===== config.mk =====
export PLATFORM = sky130hd
export DESIGN_NAME = lvl_intc_top
export DESIGN_NICKNAME = d
export VERILOG_FILES = /design/src/rtl/lvl_intc_pkg.sv /design/src/rtl/lvl_intc_bank.sv /design/src/rtl/lvl_intc_pick.sv /design/src/rtl/lvl_intc_top.sv
export SDC_FILE = /design/constraint.sdc
export NUM_CORES = 1
export LEC_CHECK = 0
export BUFFER_PORTS_ARGS = -buffer_cell sky130_fd_sc_hd__buf_2
export CAP_MARGIN = 20
export CELL_PAD_IN_SITES_DETAIL_PLACEMENT = 1
export CELL_PAD_IN_SITES_GLOBAL_PLACEMENT = 1
export CORE_MARGIN = 2
export CORE_UTILIZATION = 44
export CTS_CLUSTER_DIAMETER = 150
export CTS_CLUSTER_SIZE = 12
export DETAILED_ROUTE_END_ITERATION = 8
export GPL_TIMING_DRIVEN = 0
export HOLD_SLACK_MARGIN = 0.05
export PLACE_DENSITY_LB_ADDON = 0.1
export SYNTH_ARGS = -nofsm -noshare
export SYNTH_HDL_FRONTEND = slang
export SYNTH_SLANG_ARGS = --single-unit

===== constraint.sdc =====
create_clock -name clk -period 2.9 [get_ports clk]
set_input_delay 0.58 -clock clk [delete_from_list [all_inputs] [get_ports clk]]
set_output_delay 0.58 -clock clk [all_outputs]
set_load 0.01 [all_outputs]

===== src/rtl/lvl_intc_pkg.sv =====
package lvl_intc_pkg;
  localparam int unsigned BANK_W   = 32;
  localparam int unsigned DATA_W   = 32;
  localparam logic [7:0] OFF_REV   = 8'h00;
  localparam logic [7:0] OFF_CFG   = 8'h10;
  localparam logic [7:0] OFF_STAT  = 8'h14;
  localparam logic [7:0] OFF_ACT   = 8'h40;
  localparam logic [7:0] OFF_CTRL  = 8'h48;
  localparam logic [7:0] OFF_THR   = 8'h68;
  localparam logic [7:0] OFF_MCLR  = 8'h88;
  localparam logic [7:0] OFF_MSET  = 8'h8C;
  localparam logic [7:0] OFF_TSET  = 8'h90;
  localparam logic [7:0] OFF_TCLR  = 8'h94;
  localparam logic [7:0] BANK_STEP = 8'h20;
endpackage


===== src/rtl/lvl_intc_bank.sv =====
module lvl_intc_bank #(
  parameter int unsigned W = 32
) (
  input  logic         clk,
  input  logic         rst,
  input  logic         clr_all,
  input  logic         wr_mclr,
  input  logic         wr_mset,
  input  logic         wr_tset,
  input  logic         wr_tclr,
  input  logic [W-1:0] wdata,
  input  logic [W-1:0] lines,
  output logic [W-1:0] mask,
  output logic [W-1:0] force_q,
  output logic [W-1:0] pend
);
  always_ff @(posedge clk) begin
    if (rst || clr_all) begin
      mask    <= '1;
      force_q <= '0;
    end else begin
      if (wr_mclr) mask <= mask & ~wdata;
      else if (wr_mset) mask <= mask | wdata;
      if (wr_tset) force_q <= force_q | wdata;
      else if (wr_tclr) force_q <= force_q & ~wdata;
    end
  end

  assign pend = (lines | force_q) & ~mask;
endmodule


===== src/rtl/lvl_intc_pick.sv =====
module lvl_intc_pick #(
  parameter int unsigned N   = 128,
  localparam int unsigned IDW = $clog2(N)
) (
  input  logic [N-1:0]   req,
  output logic           any,
  output logic [IDW-1:0] idx
);
  always_comb begin
    any = 1'b0;
    idx = '0;
    for (int i = N - 1; i >= 0; i--) begin
      if (req[i]) begin
        any = 1'b1;
        idx = i[IDW-1:0];
      end
    end
  end
endmodule


===== src/rtl/lvl_intc_top.sv =====
module lvl_intc_top
  import lvl_intc_pkg::*;
#(
  parameter int unsigned NSRC        = 128,
  parameter int unsigned SRST_CYCLES = 4,
  parameter logic [3:0]  REV_MAJOR   = 4'h5,
  parameter logic [3:0]  REV_MINOR   = 4'h0,
  localparam int unsigned NBANK = NSRC / BANK_W,
  localparam int unsigned IDW   = $clog2(NSRC),
  localparam int unsigned CNT_W = $clog2(SRST_CYCLES + 1)
) (
  input  logic              clk,
  input  logic              rst,
  input  logic [7:0]        reg_addr,
  input  logic              reg_we,
  input  logic [DATA_W-1:0] reg_wdata,
  input  logic              reg_rd,
  output logic [DATA_W-1:0] rd_data,
  input  logic [NSRC-1:0]   irq_lines,
  output logic              irq_o
);
  logic [NSRC-1:0] mask_all, force_all, pend_raw, pick_req;
  logic [NBANK-1:0] wr_mclr, wr_mset, wr_tset, wr_tclr;
  logic             ack_wr, srst_wr, clr_all;
  logic [CNT_W-1:0] srst_cnt;
  logic             done_q;
  logic [7:0]       thresh_q;
  logic             busy_q;
  logic [IDW-1:0]   held_id;
  logic             pick_any;
  logic [IDW-1:0]   pick_idx;

  assign ack_wr  = reg_we && (reg_addr == OFF_CTRL) && reg_wdata[0];
  assign srst_wr = reg_we && (reg_addr == OFF_CFG) && reg_wdata[1];
  assign clr_all = srst_wr || (srst_cnt != '0);

  for (genvar b = 0; b < NBANK; b++) begin : g_bank
    localparam logic [7:0] BOFS = 8'(b) * BANK_STEP;
    assign wr_mclr[b] = reg_we && (reg_addr == OFF_MCLR + BOFS);
    assign wr_mset[b] = reg_we && (reg_addr == OFF_MSET + BOFS);
    assign wr_tset[b] = reg_we && (reg_addr == OFF_TSET + BOFS);
    assign wr_tclr[b] = reg_we && (reg_addr == OFF_TCLR + BOFS);
    lvl_intc_bank #(.W(BANK_W)) u_bank (
      .clk     (clk),
      .rst     (rst),
      .clr_all (clr_all),
      .wr_mclr (wr_mclr[b]),
      .wr_mset (wr_mset[b]),
      .wr_tset (wr_tset[b]),
      .wr_tclr (wr_tclr[b]),
      .wdata   (reg_wdata),
      .lines   (irq_lines[b*BANK_W +: BANK_W]),
      .mask    (mask_all[b*BANK_W +: BANK_W]),
      .force_q (force_all[b*BANK_W +: BANK_W]),
      .pend    (pend_raw[b*BANK_W +: BANK_W])
    );
  end

  assign pick_req = (thresh_q != 8'h00) ? pend_raw : '0;

  lvl_intc_pick #(.N(NSRC)) u_pick (
    .req (pick_req),
    .any (pick_any),
    .idx (pick_idx)
  );

  // soft reset countdown and completion flag
  always_ff @(posedge clk) begin
    if (rst) begin
      srst_cnt <= '0;
      done_q   <= 1'b1;
    end else if (srst_wr) begin
      srst_cnt <= CNT_W'(SRST_CYCLES);
      done_q   <= 1'b0;
    end else if (srst_cnt != '0) begin
      srst_cnt <= srst_cnt - 1'b1;
      if (srst_cnt == CNT_W'(1)) done_q <= 1'b1;
    end
  end

  always_ff @(posedge clk) begin
    if (rst || clr_all) thresh_q <= 8'hFF;
    else if (reg_we && reg_addr == OFF_THR) thresh_q <= reg_wdata[7:0];
  end

  // hold the selected source until acknowledged
  always_ff @(posedge clk) begin
    if (rst || clr_all) begin
      busy_q  <= 1'b0;
      held_id <= '0;
    end else if (busy_q) begin
      if (ack_wr) busy_q <= 1'b0;
    end else if (pick_any) begin
      busy_q  <= 1'b1;
      held_id <= pick_idx;
    end
  end

  assign irq_o = busy_q;

  logic [DATA_W-1:0] rd_next;
  logic              stale;
  assign stale = !busy_q || !pend_raw[held_id];

  always_comb begin
    rd_next = '0;
    if (reg_addr == OFF_REV) rd_next = {24'h0, REV_MAJOR, REV_MINOR};
    else if (reg_addr == OFF_STAT) rd_next = {31'h0, done_q};
    else if (reg_addr == OFF_THR) rd_next = {24'h0, thresh_q};
    else if (reg_addr == OFF_ACT)
      rd_next = {{(DATA_W-IDW){stale}}, held_id};
    for (int b = 0; b < NBANK; b++) begin
      if (reg_addr == OFF_MCLR + 8'(b) * BANK_STEP ||
          reg_addr == OFF_MSET + 8'(b) * BANK_STEP)
        rd_next = mask_all[b*BANK_W +: BANK_W];
      if (reg_addr == OFF_TSET + 8'(b) * BANK_STEP ||
          reg_addr == OFF_TCLR + 8'(b) * BANK_STEP)
        rd_next = force_all[b*BANK_W +: BANK_W];
    end
  end

  always_ff @(posedge clk) begin
    if (rst) rd_data <= '0;
    else if (reg_rd) rd_data <= rd_next;
  end
endmodule


==> results of run 1 <==
==> cell families (layout without fill, tap and decap cells) <==
family | after synthesis | after routing | share of synthesized area, %
AND/OR/NAND/NOR | 693 | 693 | 18.5
AO/OA/AOI/OAI | 762 | 762 | 33.2
adder cells (fa/ha/maj) | 3 | 3 | 0.216
multiplexers | 110 | 110 | 7.13
flip-flops | 308 | 308 | 35.5
buffers and inverters | 218 | 469 | 5.45
XOR/XNOR | 1 | 1 | 0.0504
other | 0 | 2 | 0
==> report_power, final <==
part	switching (W)	leakage [nW]	internal, W	total, W
Clock	0.00176	0.372	0.00184	0.00360
Sequential	0.0000366	2.49	0.00428	0.00431
Combinational	0.00144	5.60	0.000382	0.00183
==> through the flow <==
| step | setup TNS (ps) | total power [W] | instance area, um^2 |
|---|---|---|---|
| floorplan | 0 | 0.00518 | 17400 |
| global placement | -211340 | 0.00605 | 19100 |
| global route | -226 | 0.00986 | 20300 |
| finish | 0 | 0.00974 | 20300 |
| detailed placement | -154160 | 0.00609 | 19100 |
| CTS | 0 | 0.00957 | 20000 |
==> worst min-delay path by stage <==
stage                         endpoint  slack, ps  depth (start not counted)
6_report                      register        240                          2
5_1_grt                       register        250                          2
4_1_cts                       register        240                          2
3_5_place_dp   rd_data[4]$_SDFFE_PP0P_        480                          2
3_3_place_gp                  register        470                          2
2_1_floorplan                 register        450                          2
==> per-layer routing <==
layer	vias up	wire, um
met3	415	13000
met1	10200	37700
met4	4	6500
li1	8463	-
met5	-	25
met2	1663	44100
==> cell usage in the layout (no fill, tap or decap), types with 5 or more instances in the layout <==
cell,instances
nand2_1,337
dfxtp_1,306
buf_2,229
a21oi_1,197
a311oi_1,141
nand3_1,126
clkbuf_1,123
mux2i_1,98
nor2_1,78
o21bai_1,73
o21bai_2,55
a22oi_1,52
nand4_1,35
o21ai_0,33
a222oi_1,32
o22ai_1,31
clkbuf_16,29
clkbuf_2,26
nor3_1,24
inv_1,21
a311oi_2,21
nand2b_1,16
buf_4,16
and2_1,14
buf_6,13
o21ba_2,13
a221oi_1,13
a31oi_1,12
mux4_2,11
nor4_1,10
or3_1,7
a211oi_1,7
o211ai_1,7
nor3_2,5
o31ai_1,5
a21o_1,5
a21boi_0,5
o21ai_1,5
==> critical path: stages, from the launching register on <==
cell	delay [ps]
dfxtp_1	320
buf_2	210
buf_2	350
clkbuf_4	360
o21ai_0	160
a31oi_2	390
o221ai_4	180
o21ai_4	180
buf_4	180
buf_6	200
a311oi_2	120
==> repair_timing <==
action / in CTS / in global routing
hold buffers: 0 / 0
setup endpoints to repair: 172 / 146
pin swaps: 2 / 4
setup buffers: 6 / 6
resized for setup: 37 / 84
endpoints found under the hold margin: 0 / 0
==> layout make-up <==
class | count | area, um^2 | area share (%)
multi-input cells | 1569 | 10500 | 51.9
repair buffers | 221 | 1200 | 5.93
flip-flops and latches | 308 | 6170 | 30.4
plain buffers | 196 | 911 | 4.48
diodes | 2 | 5.00 | 0.0246
inverters | 22 | 82.6 | 0.406
well taps | 518 | 648 | 3.19
clock buffers | 29 | 726 | 3.57
clock inverters | 1 | 30.0 | 0.148
==> flow_summary.json, run 1 <==
{
  "final_util_pct": 52.4,
  "yosysMostFrequentCell": "nand2_1",
  "synth-edff-count": 0,
  "preCtsSetupSlack_ps": -858,
  "startpoint": "held_id[2]$_SDFFE_PP0P_",
  "fillers": 4733,
  "cp.required_ps": 3310,
  "vias": 20700,
  "dominantRegCellSynth": "dfxtp_1",
  "drc": 0,
  "initial_utilization_pct": 44.8,
  "async_flop_share_pct": 0,
  "ys_top_cells_by_count": "nand2_1, dfxtp_1, a21oi_1",
  "cts_max_path_buffers": 3,
  "peakVddDrop_mv": 0.439,
  "met1_usage_pct": 59.9,
  "grt-ovfl-total": 0,
  "cts_buffers": 29,
  "hold_start": "reg_wdata[0]",
  "drv_slew": 0,
  "worstSetupPathType": "register to register",
  "cts.sinks": 308,
  "yosys.area.top_type_share_pct": 35.5,
  "worst_pin_slew_ps": 1210,
  "timing.hold.ws_ps": 241,
  "yosys.area.top_type": "dfxtp_1",
  "place_congestion": 1.05,
  "ant_nets": 0,
  "syn_area_um2": 17400,
  "ioPinCount": 205,
  "clockRootBuffer": "clkbuf_16",
  "grt_pass1_vias": 20700,
  "skew_ps": 34.6,
  "cp_max_fo": 10,
  "synth_cell_type_count": 89,
  "clk-insertion-delay-late_ps": 610,
  "endpoint_kind": "register",
  "status": "finished clean",
  "post_drt_wl_per_cell_um": 35.4,
  "syn-num-nets": 2270,
  "r2r_start": "held_id[2]$_SDFFE_PP0P_",
  "grt_max_degree": 14,
  "track_usage_pct": 48.0,
  "core_um2": 38800,
  "die_w_um": 203,
  "fin_crit_ps": 2900,
  "p_leak_nw": 8.46,
  "grt-busiest-layer": "met2",
  "grt_pass1_wl_um": 143000,
  "synth.area.top_cells": "dfxtp_1, nand2_1, a311oi_1",
  "synth_cells": 2095,
  "crit_path_start_kind": "register",
  "grtUsageMet2_pct": 74.6,
  "finalCritPeriodShare_pct": 99.9,
  "use_met3_pct": 14.5,
  "avgSynthCellArea_um2": 8.30,
  "std_cell_rows": 72,
  "yosys_register_bits": 308,
  "maxCapViolations": 0,
  "nets": 2522,
  "drive_above_1_share_pct": 20.3,
  "yosysWarningCount": 0,
  "reg2reg_depth": 10,
  "syn_to_final_growth_pct": 16.9,
  "worstReg2RegEnd": "rd_data[16]$_SDFFE_PP0P_",
  "ys_seq_area_share_pct": 35.5,
  "die_area_um2": 41100,
  "clock.fmax_ghz": 0.345,
  "antenna_found_initial": 3,
  "fin_ws_ps": 4.02,
  "cts_tree": "done",
  "crit_end": "rd_data[16]$_SDFFE_PP0P_",
  "path_clk_slew_ps": 80,
  "hold_viol": 0,
  "drtPass1Iterations": 6,
  "arrival_ps": 3300,
  "relSlewSlack_pct": 19.2,
  "reg2reg_setup_slack_ps": 4,
  "rsz0062_at_grt": "true",
  "instances_no_fill": 2866,
  "setup_violations": 0,
  "drtIter0Drc": 2916,
  "dp_hpwl_um": 76300,
  "powerDensity_nw_per_um2": 479,
  "hp-class": "input port to register",
  "htree_num_levels": 1,
  "port-buffer-count": 202,
  "die_y_um": 203,
  "viasPerCell": 7.24,
  "dp.cells": 2821,
  "wirelength_um": 101000
}
No activity file was read; power rests on OpenSTA's default activity.
==> run 2: changes to the inputs <==
--- a/config.mk
+++ b/config.mk
@@ -10,7 +10,7 @@
 export CELL_PAD_IN_SITES_DETAIL_PLACEMENT = 1
 export CELL_PAD_IN_SITES_GLOBAL_PLACEMENT = 1
 export CORE_MARGIN = 2
-export CORE_UTILIZATION = 44
+export CORE_UTILIZATION = 45
 export CTS_CLUSTER_DIAMETER = 150
 export CTS_CLUSTER_SIZE = 12
 export DETAILED_ROUTE_END_ITERATION = 8
==> constraint.sdc (replaced) <==
create_clock -name clk -period 3.5 [get_ports clk]
set_input_delay 0.7 -clock clk [delete_from_list [all_inputs] [get_ports clk]]
set_output_delay 0.7 -clock clk [all_outputs]
set_load 0.01 [all_outputs]
==> flow_summary.json, run 2 (same netlist as run 1, synthesis figures left out) <==
{
  "status": "complete, but fails checks",
  "violations": "negative setup slack",
  "hold_viol": 0,
  "ioPinCount": 205,
  "p_leak_nw": 8.47,
  "die_y_um": 201,
  "drv_slew": 0,
  "grt_pass1_vias": 20400,
  "postPlaceCellArea_um2": 19200,
  "cp.required_ps": 3980,
  "dp_hpwl_um": 75000,
  "drive_above_1_share_pct": 16.8,
  "final_util_pct": 52.1,
  "fin_crit_ps": 3550,
  "timing.hold.ws_ps": 375,
  "drc": 0,
  "skew_ps": 50.0,
  "relSlewSlack_pct": 20.5,
  "std_cell_rows": 72,
  "stdcell_area_um2": 20000,
  "nets": 2514,
  "post_drt_wl_per_cell_um": 34.5,
  "drtPass1Iterations": 9,
  "grtUsageMet2_pct": 72.9,
  "powerDensity_nw_per_um2": 404,
  "grt-busiest-layer": "met2",
  "mostFrequentLayoutCell": "nand2_1",
  "vias": 20700,
  "crit_path_start_kind": "input port",
  "maxCapViolations": 0,
  "syn_to_final_growth_pct": 14.9,
  "instances_no_fill": 2859,
  "arrival_ps": 4030,
  "cts-hold-fix-buffers": 0,
  "cp_max_fo": 10,
  "mostFrequentLayoutCells": "nand2_1, dfxtp_1, buf_2",
  "die_area_um2": 40200,
  "use_met3_pct": 11.9,
  "port-buffer-count": 202,
  "peakVddDrop_mv": 0.388,
  "clock.fmax_ghz": 0.282,
  "grt-ovfl-total": 0,
  "setup_violations": 15,
  "finalCritPeriodShare_pct": 101,
  "fin_ws_ps": -45.4,
  "worst_pin_slew_ps": 1190,
  "viasPerCell": 7.24,
  "wirelength_um": 98700,
  "drtIter0Drc": 2736,
  "hp-class": "input port to register",
  "path_clk_slew_ps": 70,
  "grt_max_degree": 15,
  "track_usage_pct": 47.3,
  "die_w_um": 201,
  "dp.cells": 2822,
  "rsz0062_at_grt": "false",
  "core_um2": 38400,
  "htree_num_levels": 1,
  "met1_usage_pct": 60.1,
  "cts_buffers": 29,
  "cts.sinks": 308,
  "clockRootBuffer": "clkbuf_16",
  "cts_tree": "done",
  "antenna_found_initial": 1,
  "ant_nets": 0,
  "worstSetupPathType": "input port to register",
  "cts_max_path_buffers": 3,
  "endpoint_kind": "register",
  "clk-insertion-delay-late_ps": 620,
  "place_congestion": 1.06,
  "initial_utilization_pct": 45.3,
  "grt_pass1_wl_um": 140000
}
-- run 2: final cells by class --
class | instances | area, um^2
sequential | 308 | 6170
tap | 518 | 648
clock buffer | 29 | 726
clock inverter | 2 | 38.8
multi-input combinational | 1569 | 10300
buffer | 196 | 872
antenna | 2 | 5.00
timing repair buffer | 213 | 1160
inverter | 22 | 82.6
fill | 4789 | 18400
-- run 2: what timing repair did --
action | in CTS | in global routing
setup endpoints to repair | 0 | 17
setup buffers | 0 | 2
resized for setup | 0 | 7
hold endpoints to repair | 0 | 0
-- run 2: path summary, 6_finish.rpt --
check,from,endpoint,slack (ps),cells after the start
setup / recovery,reg_addr[5],register,-50,10
hold / removal,reg_wdata[0],register,370,2
setup reg to reg,held_id[3]$_SDFFE_PP0P_,rd_data[20]$_SDFFE_PP0P_,-30,9
hold reg to reg,register,register,480,2
-- run 2: report_power, final --
part           internal [W]  switching (W)  total [W]
combinational      0.000322        0.00119    0.00151
sequential          0.00354      0.0000303    0.00357
clock               0.00153        0.00146    0.00299
-- run 2: critical path, cell delays in order --
cell and delay [ps]:
buf_2 110, nor3_1 340, nand3b_1 250, nor2_1 780, buf_6 250, and2_1 230
clkbuf_1 880, nand2_1 200, mux2i_1 210, nand2_1 70
-- run 2: per-layer routing --
| layer | routed length [um] | part of all wire, % | vias to the layer above |
|---|---|---|---|
| met5 | 0 | 0 | - |
| met4 | 6710 | 6.8 | 0 |
| met3 | 12300 | 12 | 394 |
| met2 | 42900 | 43 | 1606 |
| met1 | 36700 | 37 | 10300 |
| li1 | - | - | 8452 |
-- run 2: per-stage QoR --
stage | setup TNS, ps | setup slack (ps) | power, W
after floorplan | 0 | 971 | 0.00430
after global placement | -69360 | -765 | 0.00501
after detailed placement | -21250 | -473 | 0.00504
after CTS | 0 | 18.3 | 0.00792
after global routing | 0 | 38.9 | 0.00816
final | -282 | -45.4 | 0.00807
